<file path="src/rtl/simm_pkg.sv">
// Shared widths and types for the modified-immediate expander.
// Assumes a 32-bit instruction word and a 64-bit constant result.
package simm_pkg;
    localparam int INSTR_W = 32;
    localparam int IMM_W   = 64;
    localparam int BYTE_W  = 8;
    localparam int N_BYTES = IMM_W / BYTE_W;
    localparam int RD_W    = 5;
    localparam int MODE_W  = 4;
    localparam int SZ_W    = 2;

    // Element-size codes carried on out_size.
    typedef enum logic [SZ_W-1:0] {
        ESZ_8  = 2'd0,
        ESZ_16 = 2'd1,
        ESZ_32 = 2'd2,
        ESZ_64 = 2'd3
    } esize_t;

    // Fields pulled out of the instruction word.
    typedef struct packed {
        logic [RD_W-1:0]   rd;
        logic [MODE_W-1:0] mode;
        logic              op;
        logic              wide;
        logic [BYTE_W-1:0] imm8;
    } ifields_t;

    // Full decode result handed to the output stage.
    typedef struct packed {
        logic [RD_W-1:0]  rd;
        logic [SZ_W-1:0]  size;
        logic [IMM_W-1:0] imm;
        logic             wide;
    } dres_t;
endpackage

</file>
<file path="src/rtl/simm_field_split.sv">
// Field extractor: slices the instruction word into index, mode, op,
// width flag and the 8-bit immediate whose bits are split across two
// places in the word. Purely combinational; other bits are ignored.
module simm_field_split
    import simm_pkg::*;
(
    input  logic [INSTR_W-1:0] instr,
    output ifields_t           fields
);
    logic unused_bits;

    // Gather the named fields; the immediate high part sits at [18:16].
    always_comb begin : slice_fields
        fields.rd   = instr[4:0];
        fields.mode = instr[15:12];
        fields.op   = instr[29];
        fields.wide = instr[30];
        fields.imm8 = {instr[18:16], instr[9:5]};
    end

    // Bits not used by this decoder are folded into one sink signal.
    assign unused_bits = ^{instr[31], instr[28:19], instr[11:10]};
endmodule

</file>
<file path="src/rtl/simm_expand.sv">
// Constant expander: builds every candidate expansion of the 8-bit
// immediate in parallel and selects one with the mode field.
// Assumes N_BYTES equals the immediate width (one mask byte per bit).
module simm_expand
    import simm_pkg::*;
(
    input  ifields_t         fields,
    output esize_t           size,
    output logic [IMM_W-1:0] imm
);
    localparam int PAD8  = IMM_W - BYTE_W;
    localparam int FP_SP = 32;

    logic [IMM_W-1:0] rep_v;
    logic [IMM_W-1:0] mask_v;
    logic [IMM_W-1:0] fp_v;
    logic [IMM_W-1:0] sh32_v;
    logic [IMM_W-1:0] sh16_v;
    logic [IMM_W-1:0] ones_v;
    logic [IMM_W-1:0] base_v;
    logic             fa;
    logic             fb;
    logic [5:0]       ftail;

    assign base_v = {{PAD8{1'b0}}, fields.imm8};

    // One lane per byte: a replica of the immediate and a mask byte.
    for (genvar b = 0; b < N_BYTES; b++) begin : g_lane
        assign rep_v[b*BYTE_W +: BYTE_W]  = fields.imm8;
        assign mask_v[b*BYTE_W +: BYTE_W] = {BYTE_W{fields.imm8[b]}};
    end

    // Shifted forms: byte steps for 32-bit and 16-bit elements.
    always_comb begin : shift_forms
        sh32_v = base_v << {fields.mode[2:1], 3'b000};
        sh16_v = base_v << {fields.mode[1], 3'b000};
        if (fields.mode[0]) begin
            ones_v = {{(IMM_W-24){1'b0}}, fields.imm8, 16'hFFFF};
        end else begin
            ones_v = {{(IMM_W-16){1'b0}}, fields.imm8, 8'hFF};
        end
    end

    // Floating-point form: sign, inverted and repeated exponent bit, fraction.
    always_comb begin : float_form
        fa    = fields.imm8[7];
        fb    = fields.imm8[6];
        ftail = fields.imm8[5:0];
        if (fields.op) begin
            fp_v = {fa, ~fb, {8{fb}}, ftail, 48'd0};
        end else begin
            fp_v = {{(IMM_W-FP_SP){1'b0}}, fa, ~fb, {5{fb}}, ftail, 19'd0};
        end
    end

    // Pick the expansion and size code from the mode field.
    always_comb begin : pick_form
        size = ESZ_32;
        imm  = sh32_v;
        casez (fields.mode)
            4'b0???: begin size = ESZ_32; imm = sh32_v; end
            4'b10??: begin size = ESZ_16; imm = sh16_v; end
            4'b110?: begin size = ESZ_32; imm = ones_v; end
            4'b1110: begin
                size = ESZ_64;
                imm  = fields.op ? mask_v : rep_v;
            end
            default: begin
                size = fields.op ? ESZ_16 : ESZ_8;
                imm  = fp_v;
            end
        endcase
    end
endmodule

</file>
<file path="src/rtl/simm_out_stage.sv">
// Output stage: either a register with a valid bit (REG_OUT = 1) or a
// straight pass-through (REG_OUT = 0). The register loads only on
// in_valid and clears on synchronous active-low reset.
module simm_out_stage
    import simm_pkg::*;
#(
    parameter bit REG_OUT = 1'b1
) (
    input  logic  clk,
    input  logic  rst_n,
    input  logic  in_valid,
    input  dres_t d,
    output logic  q_valid,
    output dres_t q
);
    if (REG_OUT) begin : g_reg
        dres_t q_r;
        logic  v_r;

        // Capture a new result on valid; hold otherwise.
        always_ff @(posedge clk) begin
            if (!rst_n) begin
                q_r <= '0;
                v_r <= 1'b0;
            end else begin
                v_r <= in_valid;
                if (in_valid) begin
                    q_r <= d;
                end
            end
        end

        assign q       = q_r;
        assign q_valid = v_r;
    end else begin : g_comb
        logic unused_clk;
        assign unused_clk = clk ^ rst_n;
        assign q          = d;
        assign q_valid    = in_valid;
    end
endmodule

</file>
<file path="src/rtl/simm_expander.sv">
// Top of the modified-immediate expander: field split, constant
// expansion and an optional one-cycle output register. Assumes the
// caller has already recognised the word as a move-immediate form.
module simm_expander
    import simm_pkg::*;
#(
    parameter bit REG_OUT = 1'b1
) (
    input  logic               clk,
    input  logic               rst_n,
    input  logic               in_valid,
    input  logic [INSTR_W-1:0] instr,
    output logic               out_valid,
    output logic [RD_W-1:0]    out_rd,
    output logic [SZ_W-1:0]    out_size,
    output logic [IMM_W-1:0]   out_imm,
    output logic               out_wide
);
    ifields_t fields;
    esize_t   esz;
    logic [IMM_W-1:0] eimm;
    dres_t    res_d;
    dres_t    res_q;

    simm_field_split u_split (
        .instr  (instr),
        .fields (fields)
    );

    simm_expand u_exp (
        .fields (fields),
        .size   (esz),
        .imm    (eimm)
    );

    // Bundle the decode result for the output stage.
    always_comb begin : pack_result
        res_d.rd   = fields.rd;
        res_d.size = esz;
        res_d.imm  = eimm;
        res_d.wide = fields.wide;
    end

    simm_out_stage #(.REG_OUT(REG_OUT)) u_out (
        .clk      (clk),
        .rst_n    (rst_n),
        .in_valid (in_valid),
        .d        (res_d),
        .q_valid  (out_valid),
        .q        (res_q)
    );

    assign out_rd   = res_q.rd;
    assign out_size = res_q.size;
    assign out_imm  = res_q.imm;
    assign out_wide = res_q.wide;

    if (REG_OUT) begin : g_chk

        valid_lat_chk: assert property (@(posedge clk) disable iff (!rst_n)
            in_valid |=> out_valid);

        rd_field_chk: assert property (@(posedge clk) disable iff (!rst_n)
            in_valid |=> (out_rd == $past(instr[4:0]) && out_wide == $past(instr[30])));

        shift32_chk: assert property (@(posedge clk) disable iff (!rst_n)
            (in_valid && !instr[15]) |=> (out_size == 2'd2 && out_imm[63:32] == 32'd0));

        ones_fill_chk: assert property (@(posedge clk) disable iff (!rst_n)
            (in_valid && instr[15:13] == 3'b110) |=> (out_imm[7:0] == 8'hFF));

        byte_rep_chk: assert property (@(posedge clk) disable iff (!rst_n)
            (in_valid && instr[15:12] == 4'hE && !instr[29]) |=> (out_imm[63:56] == out_imm[7:0]));

        hold_chk: assert property (@(posedge clk) disable iff (!rst_n)
            !in_valid |=> ($stable(out_imm) && $stable(out_rd) && !out_valid));
    end
endmodule

</file>
<file path="config.mk">
export PLATFORM = sky130hd
export DESIGN_NAME = simm_expander
export DESIGN_NICKNAME = d
export VERILOG_FILES = /design/src/rtl/simm_pkg.sv /design/src/rtl/simm_field_split.sv /design/src/rtl/simm_expand.sv /design/src/rtl/simm_out_stage.sv /design/src/rtl/simm_expander.sv
export SDC_FILE = /design/constraint.sdc
export NUM_CORES = 1
export LEC_CHECK = 0
export ABC_AREA = 1
export BUFFER_PORTS_ARGS = -buffer_cell sky130_fd_sc_hd__buf_2
export CORE_ASPECT_RATIO = 0.9
export CORE_MARGIN = 3
export CORE_UTILIZATION = 52
export CTS_CLUSTER_SIZE = 16
export DETAILED_ROUTE_END_ITERATION = 16
export GPL_TIMING_DRIVEN = 0
export PLACE_DENSITY = 0.87
export SLEW_MARGIN = 10
export SYNTH_ARGS = -nofsm -noshare
export SYNTH_HDL_FRONTEND = slang
export SYNTH_SLANG_ARGS = --single-unit
</file>
<file path="constraint.sdc">
create_clock -name clk -period 1.5 [get_ports clk]
set_input_delay 0.3 -clock clk [delete_from_list [all_inputs] [get_ports clk]]
set_output_delay 0.3 -clock clk [all_outputs]
set_load 0.01 [all_outputs]
</file>
==> results of run 1 <==
## layout make-up
class	count	area (um^2)	share of cell area [%]
Clock buffer	10	128	2.83
Inverter	44	171	3.80
Timing Repair Buffer	87	435	9.64
Clock inverter	5	81.3	1.80
Tap cell	90	113	2.49
Multi-Input combinational cell	444	1940	42.9
Buffer	35	189	4.18
Sequential cell	73	1460	32.4
## state kept, by name, summed over array words and instances (netlist names)
| signal | cells |
|---|---|
| u_out.q | 72 |
| u_out.q_valid | 1 |
## routing by layer
metal | vias to the layer above | wire (um) | global-route usage, %
met4 | 0 | 279 | 11.4
met2 | 245 | 5490 | 47.2
met3 | 25 | 1130 | 7.20
met5 | - | 0 | 0
li1 | 2089 | - | -
met1 | 1966 | 5550 | 42.4
## cell families (layout without fill, tap and decap cells)
family                 count (synthesis)  in the layout
AOI/OAI and AO/OA                    117            117
and+or+nand+nor                      327            327
buffers and inverters                 79            181
DFF                                   73             73
## metrics by stage
stage	hold slack, ns	area, um^2
2_1_floorplan	0.410	3760
3_3_place_gp	0.450	4310
3_5_place_dp	0.453	4310
4_1_cts	0.166	4520
5_1_grt	0.166	4520
6_report	0.171	4520
## power breakdown
part / switching [W] / total (W) / internal (W)
registers: 0.0000318 / 0.00204 / 0.00200
logic: 0.000472 / 0.000676 / 0.000203
clock network: 0.000753 / 0.00168 / 0.000928
## worst max-delay path, delay by kind of cell
kind / cells / cell delay, ns
AO/OA/AOI/OAI: 2 / 0.30
buffers and inverters: 2 / 0.32
AND/OR/NAND/NOR: 3 / 0.75
## how the worst min path moves through the flow
stage / end / slack [ns] / cells past startpoint
6_report: u_out.q[69] / 0.17 / 3
5_1_grt: u_out.q[68] / 0.17 / 3
3_3_place_gp: u_out.q[37] / 0.45 / 2
4_1_cts: u_out.q[71] / 0.17 / 3
2_1_floorplan: u_out.q[51] / 0.41 / 2
3_5_place_dp: u_out.q[41] / 0.45 / 2
## cells in the final DEF (no fill, tap or decap), types with 3 or more instances in the layout
master	count
nand2_1	217
buf_2	97
dfxtp_1	73
nor2_1	59
a21oi_1	51
o21ai_0	47
nand3_1	40
inv_1	38
o21ai_1	18
clkbuf_1	15
clkbuf_8	9
buf_4	6
buf_6	3
inv_2	3
==> results.toml, run 1 <==
[routing]
drt_iter0_drc = 392
first_pass_iters = 5
route.detailed.drc = 0
vias_per_cell = 5.49
ant_nets = 0
wl_mm = 12.5
num_vias = 4325
wl_per_cell_um = 15.8

[floorplanning]
die_area_mm2 = 0.00829
io_pins = 108
fp.dieH_um = 86.7
core_mm2 = 0.00680
initial_core_util_pct = 55.3
die_w_um = 95.6
rows = 28

[grt]
grt_usage_pct = 30.9
grt_pass1_vias = 3939
grt_overflow = 0
grt_pass1_wl_mm = 19.8
antenna_found_initial = 0
grt_max_degree = 13

[logic_synthesis]
synth_fa_ha_area_share_pct = 0
synth_top_cells_by_area = "dfxtp_1 39%, nand2_1 22%, a21oi_1 6.8%"
yosys.area.top_type_share_pct = 38.9
synthTopCellsByCount = "217 x nand2_1, 73 x dfxtp_1, 59 x nor2_1"
yosys_warnings = 0
synthArstFlopShare_pct = 0
synth_area_per_cell_um2 = 6.31
ys_ff_latch = 73
yosysMostFrequentCell = "nand2_1"
synth_area_mm2 = 0.00376
synth_edf_count = 0
synthDistinctLibCells = 26
synth_mux_area_share_pct = 0
synth_xor_area_share_pct = 0
yosysTopAreaCell = "dfxtp_1"
synthCells = 596
synth_top_family_by_area = "simple AND/OR/NAND/NOR gates"
yosysSeqAreaShare_pct = 38.9
synth-simple-area-share_pct = 35.9
synth_compound_area_share_pct = 15.6
synth_flop_cell = "dfxtp_1"
synth_nets = 631

[placement]
pre_cts_ws_ns = -0.163
io_buffers = 87
dp_cells = 773
dp_hpwl_mm = 9.22
place.gp.congestion = 0.948

[critical_path]
cp-start-kind = "input port"
critPathCaptureType = "register"
arrival_ns = 1.68
rrSetupSlack_ns = 0.71
worst_path_largest_cell_delay_ns = 0.59
r2r-end = "u_out.q[52]"
cp_max_fo = 10
startpoint = "instr[29]"
crit_chain = "buf_2 -> buf_2 -> nor2_1 -> o21ai_0 -> nand2_1 -> nand2_1 -> a21oi_1"
cp.required_ns = 1.78
reg2reg_from = "u_out.q[52]"
cpMaxStageDelayCell = "nor2_1"
r2r_cells = 4
endpoint = "u_out.q[5]"
worstSetupPathType = "in -> reg"

[sta]
fin_crit_ns = 1.40
hold_violations = 0
slew_viol_final = 0
rsz0062_at_grt = "false"
period_share_pct = 93.2
setup-violations-final = 0
maxSlewHeadroom_pct = 51.4
fmax_mhz = 715
setup_tns_ns = 0
worstMarginPinSlew_ns = 0.727
skew_ns = 0
worst_slack_ns = 0.101

[cells_and_area]
final_net_count = 729
area_growth_pct = 20.1
diodes = 0
n_fill_cell = 635
final_cells = 788
layout-drive-gt1-share_pct = 19.2
utilization_pct = 66.4

[clock_tree]
cts_max_level = 3
numCtsBuffers = 9
clkTransAtPathRegs_ns = 0.08
cts_tree = "done"
clock_latency_ns = 0.35
clk_path_buf_depth = 2
holdBufCountCts = 0
cts_num_sinks = 73
post_cts_buffers = 0
cts_root_buf = "clkbuf_8"
cts_resized = 0

[pwr]
p_total_w = 0.00439
vdd.ir_drop.worst_uv = 629
p_leak_nw = 2.34
cellPowerDensity_mw_per_mm2 = 973

[status]
outcome = "finished, final reports clean"

[job]
maxCapViolations = 0

[min_path]
holdCritStartpoint = "instr[2]"
min_path_type = "in -> reg"
Power figures use the tool's default switching activity.
==> inputs of run 2 (changes only) <==
--- a/config.mk
+++ b/config.mk
@@ -12,7 +12,7 @@
 export CORE_UTILIZATION = 52
 export CTS_CLUSTER_SIZE = 16
 export DETAILED_ROUTE_END_ITERATION = 16
-export GPL_TIMING_DRIVEN = 0
+export MAX_ROUTING_LAYER = met4
 export PLACE_DENSITY = 0.87
 export SLEW_MARGIN = 10
 export SYNTH_ARGS = -nofsm -noshare
==> run 2 against run 1 <==
Against the previous run:
- core utilization grew 3.1 points
- global-route usage grew 0.57 points
- sequential share of layout area shrank 1.4 points
- register-to-register slack gained 0.02 ns
- largest cell class unchanged
- routed wire length shrank 1.4%
==> results.toml, run 2 (synthesis results as in run 1) <==
[status]
outcome = "finished, final reports clean"

[clock_tree]
holdBufCountCts = 0
clk_path_buf_depth = 2
cts_resized = 0
cts_root_buf = "clkbuf_8"
cts_max_level = 3
clock_latency_ns = 0.35
cts_num_sinks = 73
numCtsBuffers = 9
cts_tree = "done"
clkTransAtPathRegs_ns = 0.08
post_cts_buffers = 0

[critical_path]
cp_max_fo = 9
cp_common_cell = "nand2_1"
arrival_ns = 1.47
cpMaxStageDelayCell = "inv_1"
path_depth = 8
path_delay_family = "buffers and inverters"
worstSetupPathType = "in -> reg"
cp.required_ns = 1.78
crit_chain = "buf_2 -> inv_1 -> nand2_1 -> inv_1 -> o21ai_0 -> nand2_1 -> nand2_1 -> a21oi_1"
r2r_cells = 4
critPathCaptureType = "register"
worst_path_largest_cell_delay_ns = 0.30
crit_buf_inv = 3
cp-start-kind = "input port"

[cells_and_area]
final_cell_mix = "217 x nand2_1, 94 x buf_2, 73 x dfxtp_1, 59 x nor2_1, 51 x a21oi_1"
diodes = 0
regArea_mm2 = 0.00146
final_area_mm2 = 0.00473
multi_input_area_mm2 = 0.00194
largest_reg_flops = 72
mostFrequentLayoutCell = "nand2_1"
final_net_count = 748
area_growth_pct = 25.7
layout-drive-gt1-share_pct = 23.7
n_fill_cell = 623

[grt]
grt_max_degree = 30
grt_usage_pct = 31.4
antenna_found_initial = 0
grt_pass1_wl_mm = 19.7
grt_pass1_vias = 3889
grt_overflow = 0

[placement]
place_area_mm2 = 0.00453
io_buffers = 94
dp_hpwl_mm = 9.10
place.gp.congestion = 1.01

[floorplanning]
rows = 28
die_area_mm2 = 0.00829
core_mm2 = 0.00680
initial_core_util_pct = 55.3
die_w_um = 95.6
fp.dieH_um = 86.7
io_pins = 108

[pwr]
p_total_w = 0.00433
vdd.ir_drop.worst_uv = 718
p_leak_nw = 2.49
cellPowerDensity_mw_per_mm2 = 916

[sta]
worstMarginPinSlew_ns = 0.375
setup_tns_ns = 0
rsz0062_at_grt = "false"
slew_viol_final = 0
period_share_pct = 79.2
hold_violations = 0
fmax_mhz = 842
skew_ns = 0
fin_crit_ns = 1.19
maxSlewHeadroom_pct = 75.0
setup-violations-final = 0

[min_path]
min_path_cells = 3
min_path_type = "in -> reg"

[routing]
first_pass_iters = 6
num_vias = 4312
wl_per_cell_um = 15.2
drt_iter0_drc = 393
ant_nets = 0
route.detailed.drc = 0
wl_mm = 12.3
vias_per_cell = 5.34

[job]
maxCapViolations = 0
[run 2: changes by cell type in the layout (fill, tap and decap cells not counted)]
cell,change
clkbuf_1,-14
buf_2,-3
bufinv_16,-1
clkinvlp_4,+1
buf_6,-3
buf_1,-2
buf_4,+39
inv_6,+1
buf_12,+2
[run 2: final timing paths]
path,start,to,slack (ns)
max,instr[29],u_out.q[2],0.31
min,instr[4],u_out.q[71],0.17
max reg2reg,u_out.q[52],u_out.q[52],0.73
min reg2reg,u_out.q[10],u_out.q[10],0.46
[run 2: final cells by class]
cell class / count / share of cell area (%)
well taps: 90 / 2.38
clock inverters: 6 / 1.43
flip-flops and latches: 73 / 30.9
repair buffers: 141 / 18.0
multi-input cells: 444 / 41.0
clock buffers: 10 / 2.70
inverters: 44 / 3.63
[run 2: where the power goes]
group	total (W)	leakage (nW)	switching (W)	internal, W
registers	0.00203	0.595	0.0000311	0.00200
logic	0.000731	1.80	0.000475	0.000256
clock network	0.00156	0.0929	0.000789	0.000775
[run 2: worst register-to-register path, stage by stage (launching register included)]
cell and delay (ns):
dfxtp_1 0.36, nand2_1 0.06, o21ai_0 0.08, nand2_1 0.07, a21oi_1 0.14
[run 2: metal layers]
| layer | GRT usage (%) | up-vias | part of all wire (%) |
|---|---|---|---|
| met5 | - | - | 0 |
| met4 | 9.17 | 0 | 1.7 |
| met3 | 6.16 | 24 | 8.0 |
| met2 | 47.3 | 203 | 44 |
| met1 | 42.8 | 1962 | 46 |
| li1 | - | 2123 | - |
[run 2: per-stage QoR]
stage | hold WS (ns) | util, % | cells | worst slack (ns)
floorplan | 0.410 | - | 596 | 0.318
global placement | 0.447 | 66.7 | 792 | 0.00683
detailed placement | 0.452 | 66.7 | 792 | 0.0176
CTS | 0.158 | 69.5 | 808 | 0.345
global route | 0.173 | 69.5 | 808 | 0.242
finish | 0.167 | 69.5 | 808 | 0.312
==> inputs of run 3 (changes only) <==
--- a/config.mk
+++ b/config.mk
@@ -5,11 +5,11 @@
 export SDC_FILE = /design/constraint.sdc
 export NUM_CORES = 1
 export LEC_CHECK = 0
-export ABC_AREA = 1
+export ABC_AREA = 0
 export BUFFER_PORTS_ARGS = -buffer_cell sky130_fd_sc_hd__buf_2
 export CORE_ASPECT_RATIO = 0.9
 export CORE_MARGIN = 3
-export CORE_UTILIZATION = 52
+export CORE_UTILIZATION = 51
 export CTS_CLUSTER_SIZE = 16
 export DETAILED_ROUTE_END_ITERATION = 16
 export MAX_ROUTING_LAYER = met4
==> constraint.sdc (replaced) <==
create_clock -name clk -period 1.1 [get_ports clk]
set_input_delay 0.22 -clock clk [delete_from_list [all_inputs] [get_ports clk]]
set_output_delay 0.22 -clock clk [all_outputs]
set_load 0.01 [all_outputs]
==> run 3 against run 2 <==
Against the previous run:
- sequential share of layout area increased by 0.56 points
- clock-buffer cell count increased by 1
- die area decreased by 6.6%
- clock skew unchanged
- clock power increased by 49%
- sequential power increased by 37%
- critical path depth decreased by 7
- synthesized cell count decreased by 32%
- register-to-register slack got worse by 0.55 ns
- power increased by 39%
- critical endpoint is now out_imm[48]
- largest power group unchanged
==> results.toml, run 3 <==
[sta]
fin_crit_ns = 1.09
period_share_pct = 99.4
hold_violations = 0
worstMarginPinSlew_ns = 0.355
setup-violations-final = 0
worst_hold_slack_ns = 0.139
skew_ns = 0
rsz0062_at_grt = "false"
worst_slack_ns = 0.00705
maxSlewHeadroom_pct = 76.3
fmax_mhz = 915
slew_viol_final = 0

[critical_path]
cp-start-kind = "register"
path_delay_family = "flip-flops"
worst_path_largest_cell_delay_ns = 0.38
worstSetupPathType = "reg -> out"
reg2reg_from = "u_out.q[22]"
critPathCaptureType = "output pin"
r2r-end = "u_out.q[22]"
cp_max_fo = 2
arrival_ns = 0.87
r2r_cells = 3
crit_buf_inv = 1
rrSetupSlack_ns = 0.18
cpMaxStageDelayCell = "dfxtp_1"
cp.required_ns = 0.88
crit_chain = "buf_2"

[cells_and_area]
multi_input_area_mm2 = 0.00183
area_growth_pct = 35.8
final_cell_mix = "92 x buf_2, 70 x dfxtp_1, 60 x buf_4, 42 x nand2_1, 34 x a21oi_1"
largest_reg_flops = 72
layout-drive-gt1-share_pct = 38.5
n_fill_cell = 507
diodes = 0
mostFrequentLayoutCell = "buf_2"
final_net_count = 570
regArea_mm2 = 0.00147

[floorplanning]
die_w_um = 92.4
rows = 27
fp.dieH_um = 83.8
die_area_mm2 = 0.00774
core_mm2 = 0.00632
initial_core_util_pct = 54.2
io_pins = 108

[logic_synthesis]
yosysTopAreaCell = "dfxtp_1"
synth_top_cells_by_area = "dfxtp_1 43%, a21oi_1 6.6%, nor2b_1 5.7%"
synth_edf_count = 0
synth_nets = 440
synth_area_per_cell_um2 = 8.46
yosys.area.top_type_share_pct = 42.7
synth_flop_cell = "dfxtp_1"
synthDistinctLibCells = 52
yosys_warnings = 0
yosysMostFrequentCell = "dfxtp_1"
yosysSeqAreaShare_pct = 42.7
synthArstFlopShare_pct = 0
synth_area_mm2 = 0.00343
synthTopCellsByCount = "73 x dfxtp_1, 45 x a21oi_1, 44 x nand2_1"
ys_ff_latch = 73
synthCells = 405

[pwr]
cellPowerDensity_mw_per_mm2 = 1300
p_clk_share_pct = 38.6
netSwitchingFraction_pct = 25.9
p_leak_nw = 2.21
p_switching_w = 0.00156
seqPwrFrac_pct = 46.0
p_int_w = 0.00447
pwr-share-comb_pct = 15.4
vdd.ir_drop.worst_uv = 800

[clock_tree]
clkTransAtPathRegs_ns = 0.08
clock_latency_ns = 0.34
cts_root_buf = "clkbuf_8"
numCtsBuffers = 9
holdBufCountCts = 0
cts_tree = "done"
cts_max_level = 3
clk_path_buf_depth = 2
cts_num_sinks = 73
post_cts_buffers = 0

[status]
outcome = "finished, final reports clean"

[grt]
grt_pass1_wl_mm = 16.6
grt_max_degree = 40
antenna_found_initial = 0
grt_pass1_vias = 3330
grt_usage_pct = 27.4
grt_overflow = 0

[min_path]
min_to = "u_out.q[67]"
min_path_cells = 3
holdCritStartpoint = "instr[0]"
min_path_type = "in -> reg"

[routing]
num_vias = 3545
route.detailed.drc = 0
wl_per_cell_um = 16.3
vias_per_cell = 5.65
wl_mm = 10.2
ant_nets = 0
first_pass_iters = 5
drt_iter0_drc = 240

[placement]
pre_cts_ws_ns = -0.356
dp_hpwl_mm = 7.70
io_buffers = 94
place.gp.congestion = 0.911

[job]
maxCapViolations = 0
run 3: changes by cell type after synthesis, moves of 16 or more:
cell,change
o21ai_0,-25
o21ai_1,-16
nor2b_1,+31
nand2_1,-173
nand3_1,-26
inv_1,-29
nor2_1,-47
run 3: worst max path at each step:
stage,start,to,slack [ns],cells after the start
after floorplan,instr[15],u_out.q[21],-0.05,5
after global placement,instr[12],u_out.q[8],-0.35,5
after detailed placement,instr[12],u_out.q[8],-0.36,5
after CTS,u_out.q[24],out_imm[23],0.001,1
after global routing,u_out.q[49],out_imm[48],0.0001,1
final,u_out.q[49],out_imm[48],0.007,1
run 3: logic make-up (layout without fill, tap and decap cells):
logic type | after synthesis | in the layout | share of synthesized area, %
compound gates | 131 | 131 | 25.1
simple gates | 142 | 142 | 22.4
xor+xnor | 2 | 2 | 0.511
buf+inv | 49 | 184 | 6.94
flops | 73 | 73 | 42.7
mux | 8 | 8 | 2.41
run 3: what timing repair did:
action                                  4_1_cts  5_1_grt
cloned                                        0        0
endpoints found under the setup margin        1       16
endpoints found under the hold margin         0        0
pin swaps                                     0        0
gates resized for setup                       1        8
run 3: cell type report:
type                            instances  share of cell area, %
Clock inverter                          5                   1.69
Clock buffer                           11                   3.04
Inverter                               11                  0.887
Sequential cell                        73                   31.5
Multi-Input combinational cell        283                   39.4
Tap cell                               87                   2.34
Timing Repair Buffer                  157                   21.2
run 3: metal layers:
metal	vias up	global-route usage (%)	wire length, um
met3	29	5.68	609
li1	1682	-	-
met5	-	-	0
met2	146	42.0	4620
met4	0	10.1	274
met1	1688	35.6	4740
run 3: stage by stage:
stage / util (%) / instance area (um^2) / power [W] / TNS, ns / std cells
CTS: 73.4 / 4640 / 0.00606 / 0 / 627
finish: 73.7 / 4650 / 0.00603 / 0 / 627
global route: 73.7 / 4650 / 0.00626 / 0 / 627
floorplan: - / 3610 / 0.00337 / -0.704 / 405
detailed placement: 69.9 / 4410 / 0.00375 / -15.80 / 611
global placement: 69.9 / 4410 / 0.00373 / -14.37 / 611
run 3: power by group through the flow:
stage | sequential (W) | clock, W | combinational (W)
floorplan | 0.00287 | 0 | 0.000499
global placement | 0.00283 | 0 | 0.000899
detailed placement | 0.00283 | 0 | 0.000914
CTS | 0.00277 | 0.00237 | 0.000920
global route | 0.00278 | 0.00248 | 0.00100
finish | 0.00278 | 0.00233 | 0.000930
